File: src/rtl/sar_pkg.sv
package sar_pkg;
    localparam int CODE_W    = 12;
    localparam int CHAN_W    = 4;
    localparam int TEMP_CH   = 8;
    localparam int GAIN_FRAC = 11;

    typedef enum logic [1:0] {
        S_IDLE,
        S_TRACK,
        S_TRIAL,
        S_FINISH
    } sar_state_t;
endpackage

File: src/rtl/sar_trigger.sv
module sar_trigger (
    input  logic clk,
    input  logic rst_n,
    input  logic sw_start,
    input  logic ext_conv,
    input  logic ext_en,
    input  logic tmr_tick,
    input  logic tmr_en,
    output logic trig
);
    logic ext_prev;

    always_ff @(posedge clk or negedge rst_n) begin
        if (!rst_n) ext_prev <= 1'b0;
        else        ext_prev <= ext_conv;
    end

    assign trig = sw_start
                | (ext_en & ext_conv & ~ext_prev)
                | (tmr_en & tmr_tick);
endmodule

File: src/rtl/sar_cal.sv
module sar_cal #(
    parameter int CODE_W    = 12,
    parameter int GAIN_FRAC = 11
) (
    input  logic              clk,
    input  logic              rst_n,
    input  logic              off_wr,
    input  logic              gain_wr,
    input  logic [CODE_W-1:0] cal_data,
    output logic [CODE_W-1:0] off_q,
    output logic [CODE_W-1:0] gain_q
);
    localparam logic [CODE_W-1:0] GAIN_UNITY = CODE_W'(1) << GAIN_FRAC;

    always_ff @(posedge clk or negedge rst_n) begin
        if (!rst_n) begin
            off_q  <= '0;
            gain_q <= GAIN_UNITY;
        end else begin
            if (off_wr)  off_q  <= cal_data;
            if (gain_wr) gain_q <= cal_data;
        end
    end
endmodule

File: src/rtl/sar_correct.sv
module sar_correct #(
    parameter int CODE_W    = 12,
    parameter int GAIN_FRAC = 11
) (
    input  logic [CODE_W-1:0] raw,
    input  logic [CODE_W-1:0] off,
    input  logic [CODE_W-1:0] gain,
    output logic [CODE_W-1:0] code
);
    localparam int PROD_W = 2 * CODE_W;

    logic [CODE_W:0]   diff;
    logic [PROD_W-1:0] prod;
    logic              negative;
    logic              over;

    assign diff     = {1'b0, raw} - {1'b0, off};
    assign negative = diff[CODE_W];
    assign prod     = {{CODE_W{1'b0}}, diff[CODE_W-1:0]} * {{CODE_W{1'b0}}, gain};
    assign over     = |prod[PROD_W-1:CODE_W+GAIN_FRAC];

    always_comb begin
        if (negative)  code = '0;
        else if (over) code = '1;
        else           code = prod[CODE_W+GAIN_FRAC-1:GAIN_FRAC];
    end
endmodule

File: src/rtl/sar_conv_ctrl.sv
module sar_conv_ctrl #(
    parameter int CODE_W    = sar_pkg::CODE_W,
    parameter int CHAN_W    = sar_pkg::CHAN_W,
    parameter int TEMP_CH   = sar_pkg::TEMP_CH,
    parameter int GAIN_FRAC = sar_pkg::GAIN_FRAC
) (
    input  logic              clk,
    input  logic              rst_n,
    input  logic              sw_start,
    input  logic              ext_conv,
    input  logic              ext_en,
    input  logic              tmr_tick,
    input  logic              tmr_en,
    input  logic              cont_en,
    input  logic [CHAN_W-1:0] chan_sel,
    input  logic              cmp_in,
    input  logic              off_wr,
    input  logic              gain_wr,
    input  logic [CODE_W-1:0] cal_data,
    input  logic              flag_clr,
    output logic [CODE_W-1:0] dac_code,
    output logic              track,
    output logic [CHAN_W-1:0] mux_sel,
    output logic              busy,
    output logic [7:0]        res_hi,
    output logic [7:0]        res_lo,
    output logic              done,
    output logic              irq_flag
);
    import sar_pkg::*;

    localparam int IDX_W = $clog2(CODE_W);
    localparam int RES_W = CHAN_W + CODE_W;
    localparam logic [IDX_W-1:0]  TOP_IDX  = IDX_W'(CODE_W - 1);
    localparam logic [CHAN_W-1:0] TEMP_SEL = CHAN_W'(TEMP_CH);

    sar_state_t        state, state_n;
    logic              trig;
    logic              start_conv;
    logic [CODE_W-1:0] sar_q;
    logic [IDX_W-1:0]  bit_idx;
    logic [CODE_W-1:0] trial_mask;
    logic [CHAN_W-1:0] chan_q;
    logic [CHAN_W-1:0] chan_req;
    logic [RES_W-1:0]  res_word;
    logic [CODE_W-1:0] off_q, gain_q, corr_code;

    sar_trigger u_trig (
        .clk(clk), .rst_n(rst_n), .sw_start(sw_start), .ext_conv(ext_conv),
        .ext_en(ext_en), .tmr_tick(tmr_tick), .tmr_en(tmr_en), .trig(trig)
    );

    sar_cal #(.CODE_W(CODE_W), .GAIN_FRAC(GAIN_FRAC)) u_cal (
        .clk(clk), .rst_n(rst_n), .off_wr(off_wr), .gain_wr(gain_wr),
        .cal_data(cal_data), .off_q(off_q), .gain_q(gain_q)
    );

    sar_correct #(.CODE_W(CODE_W), .GAIN_FRAC(GAIN_FRAC)) u_corr (
        .raw(sar_q), .off(off_q), .gain(gain_q), .code(corr_code)
    );

    assign trial_mask = CODE_W'(1) << bit_idx;
    assign chan_req   = (chan_sel > TEMP_SEL) ? TEMP_SEL : chan_sel;
    assign start_conv = ((state == S_IDLE) && trig) ||
                        ((state == S_FINISH) && cont_en);

    // State register
    always_ff @(posedge clk or negedge rst_n) begin
        if (!rst_n) state <= S_IDLE;
        else        state <= state_n;
    end

    // Transitions
    always_comb begin
        state_n = state;
        unique case (state)
            S_IDLE:   if (trig) state_n = S_TRACK;
            S_TRACK:  state_n = S_TRIAL;
            S_TRIAL:  if (bit_idx == '0) state_n = S_FINISH;
            S_FINISH: state_n = cont_en ? S_TRACK : S_IDLE;
        endcase
    end

    // Datapath and registered outputs
    always_ff @(posedge clk or negedge rst_n) begin
        if (!rst_n) begin
            sar_q    <= '0;
            bit_idx  <= '0;
            chan_q   <= '0;
            res_word <= '0;
            done     <= 1'b0;
            irq_flag <= 1'b0;
        end else begin
            done <= 1'b0;
            if (start_conv) begin
                sar_q   <= '0;
                bit_idx <= TOP_IDX;
                if (state == S_IDLE) chan_q <= chan_req;
                else                 chan_q <= chan_req;
            end else if (state == S_TRIAL) begin
                if (cmp_in) sar_q <= sar_q | trial_mask;
                if (bit_idx != '0) bit_idx <= bit_idx - 1'b1;
            end
            if (state == S_FINISH) begin
                res_word <= {chan_q, corr_code};
                done     <= 1'b1;
                irq_flag <= 1'b1;
            end else if (flag_clr) begin
                irq_flag <= 1'b0;
            end
        end
    end

    // Combinational outputs
    always_comb begin
        dac_code = (state == S_TRIAL) ? (sar_q | trial_mask) : sar_q;
        track    = (state == S_TRACK);
        busy     = (state != S_IDLE);
        mux_sel  = chan_q;
        res_hi   = res_word[RES_W-1 -: 8];
        res_lo   = res_word[7:0];
    end
endmodule

File: config.mk
export PLATFORM = sky130hd
export DESIGN_NAME = sar_conv_ctrl
export DESIGN_NICKNAME = d
export VERILOG_FILES = /design/src/rtl/sar_pkg.sv /design/src/rtl/sar_trigger.sv /design/src/rtl/sar_cal.sv /design/src/rtl/sar_correct.sv /design/src/rtl/sar_conv_ctrl.sv
export SDC_FILE = /design/constraint.sdc
export NUM_CORES = 1
export LEC_CHECK = 0
export BUFFER_PORTS_ARGS = -buffer_cell sky130_fd_sc_hd__buf_2
export CORE_UTILIZATION = 51
export DETAILED_ROUTE_END_ITERATION = 7
export PLACE_DENSITY = 0.7
export SYNTH_ARGS = -nofsm -noshare
export SYNTH_HDL_FRONTEND = slang
export SYNTH_SLANG_ARGS = --single-unit
File: constraint.sdc
create_clock -name clk -period 11.48 [get_ports clk]
set_clock_uncertainty 0.1 [all_clocks]
set_input_delay 0.574 -clock clk [delete_from_list [all_inputs] [get_ports clk]]
set_output_delay 0.574 -clock clk [all_outputs]
set_load 0.02 [all_outputs]
==> reports/metrics.csv <==
metric;value;unit
outcome;finished clean;
pin_count;64;
start_util;0.524;
hp-class;in2reg;
area_growth;9.77;%
ctsHoldBuffers;0;
cts_buffers;9;
antenna_found_initial;0;
cts_root_buffer;clkbuf_16;
finalSetupTns;0;ps
drv_slew;0;
grt.total_usage;0.238;
final-seq-area;1630;um2
crit_arrival;7910;ps
synth-seq-area-share;0.204;
layout.nets;1130;
drv_cap;0;
crit_required;11560;ps
fin_crit_sh;0.682;
period_minus_slack;7840;ps
setup_viol;0;
drive_gt1_frac;0.134;
fmax;0.128;GHz
synthesis.nets;1088;
relSlewSlack;0.311;
hold_viol;0;
wl;17.8;mm
drc_errors;0;
via_per_inst;5.32;
n_fill_cell;1343;
die_x;127;um
grt_pass1_wl;30.1;mm
synth_edf_count;0;
cts_tree;built;
post_cts_resized;0;
multi_input_area;5650;um2
insertion_delay;340;ps
worst_pin_slew;1030;ps
synth_area_per_cell;9.08;um2
worst-path-max-fanout;12;
grt_pass1_vias;6100;
ys_warn_count;0;
clock_path_buffers;2;
synth_seq_cells;65;
start_kind;flip-flop;
wl_per_cell;15.6;um
dpl.hpwl;13.7;mm
ys_async_sr_fraction;1.00;
first_pass_iters;5;
htree_num_levels;3;
diodes;0;
mostFrequentLayoutCell;inv_1;
synth_area;8000;um2
critPathCaptureType;flip-flop;
rows;45;
grt-ovfl-total;0;
postRouteAntennaNets;0;
grt_max_degree;66;
first_iter_violations;268;
path_clk_slew;60;ps
synth_cells;881;
layout_common_cells;149 x inv_1, 109 x nand2_1, 100 x fa_1;
die-area;16200;um2
synthDistinctLibCells;57;
core;15300;um2
crit_type;reg2reg;
routabilityCongestion;0.837;
vias;6064;
clock_sinks;65;
die_y;127;um
rsz0062_at_grt;no;
synth_ff_type;dfrtp_1;
postCtsSetupBuffers;0;
port_buffers;63;
[synth_stat cells (all sizes together), types with 4 or more instances]
master | n | area (um2)
and3 | 4 | 25.0
o21ai | 36 | 180
buf | 4 | 23.8
nand2 | 109 | 409
nor4 | 4 | 40.0
nor2 | 35 | 134
fa | 100 | 2000
nor2b | 25 | 156
nand2b | 21 | 131
o21a | 7 | 52.6
o21bai | 10 | 78.8
nand4 | 4 | 25.0
ha | 79 | 988
nand3 | 9 | 55.1
dfrtp | 64 | 1600
clkbuf | 37 | 139
xnor2 | 15 | 131
nor3 | 10 | 55.1
a31oi | 4 | 25.0
a21oi | 39 | 195
mux2 | 17 | 191
a21o | 6 | 46.3
and2 | 50 | 313
inv | 149 | 559
o31ai | 4 | 30.0
o221ai | 9 | 129
[state kept, by name (all words and copies together) (netlist names), 2 cells and up]
signal	flops
state	2
mux_sel	4
bit_idx	4
u_cal.off_q	12
res_word	16
sar_q	12
u_cal.gain_q	12
[cells by family (layout without fill, tap and decap cells)]
kind of cell    count (synthesis)  in the layout  share of synthesized area
simple gates                  279            279                      0.177
buf+inv                       190            237                     0.0903
fa+ha+maj                     179            179                      0.374
compound gates                131            131                      0.109
flops                          65             65                      0.204
mux                            19             19                     0.0264
xor+xnor                       18             18                     0.0197
[metrics by stage]
stage	utilization	worst slack (ps)	instances	hold WS (ps)	area [um2]
final	0.575	3640	1139	258	8780
after global routing	0.575	3100	1139	265	8780
after CTS	0.575	3630	1139	256	8780
after floorplan	-	4710	881	178	8000
after detailed placement	0.556	3610	1123	371	8480
after global placement	0.556	3820	1123	359	8480
[routing by layer]
metal  vias up  share of wire  GRT usage  wire length (um)
met5         -              0          0                 0
met4         0          0.028     0.0889               498
met3        27          0.040     0.0322               712
met2       143           0.48      0.393              8450
met1      3017           0.46      0.322              8090
li1       2877              -          -                 -
[layout make-up]
cell class | instances | share of cell area
multi-input combinational | 626 | 0.643
sequential | 65 | 0.185
inverter | 149 | 0.0637
timing repair buffer | 72 | 0.0436
clock buffer | 10 | 0.0261
tap | 211 | 0.0301
clock inverter | 6 | 0.00770
[critical path: stages, from the launching register on]
cell and delay (ps):
dfrtp_1 350, inv_1 60, ha_1 220, fa_1 400
nor2b_1 150, o31a_1 180, o22a_1 250, a31oi_1 120
xnor2_1 810, nand2_1 180, fa_1 540, inv_1 50
fa_1 490, fa_1 530, fa_1 550, inv_1 50
fa_1 530, inv_1 40, ha_1 390, nand2_1 70
o21a_1 230, a211o_1 300, a211oi_2 230, nor4_1 90
nor2_2 550, o311ai_1 200
[worst paths after layout]
check	cells past startpoint	startpoint	to	slack (ps)
max	25	sar_q[0]	res_word[5]	3640
min	1	ext_conv	u_trig.ext_prev	260
max reg2reg	25	sar_q[0]	res_word[5]	3640
min reg2reg	1	irq_flag	irq_flag	380
max in group asynchronous	2	rst_n	sar_q[9]	10400
min in group asynchronous	2	rst_n	res_word[0]	320
Power is not shown: default switching activity piles up to over one toggle a cycle in this logic, so the estimate is an artifact.
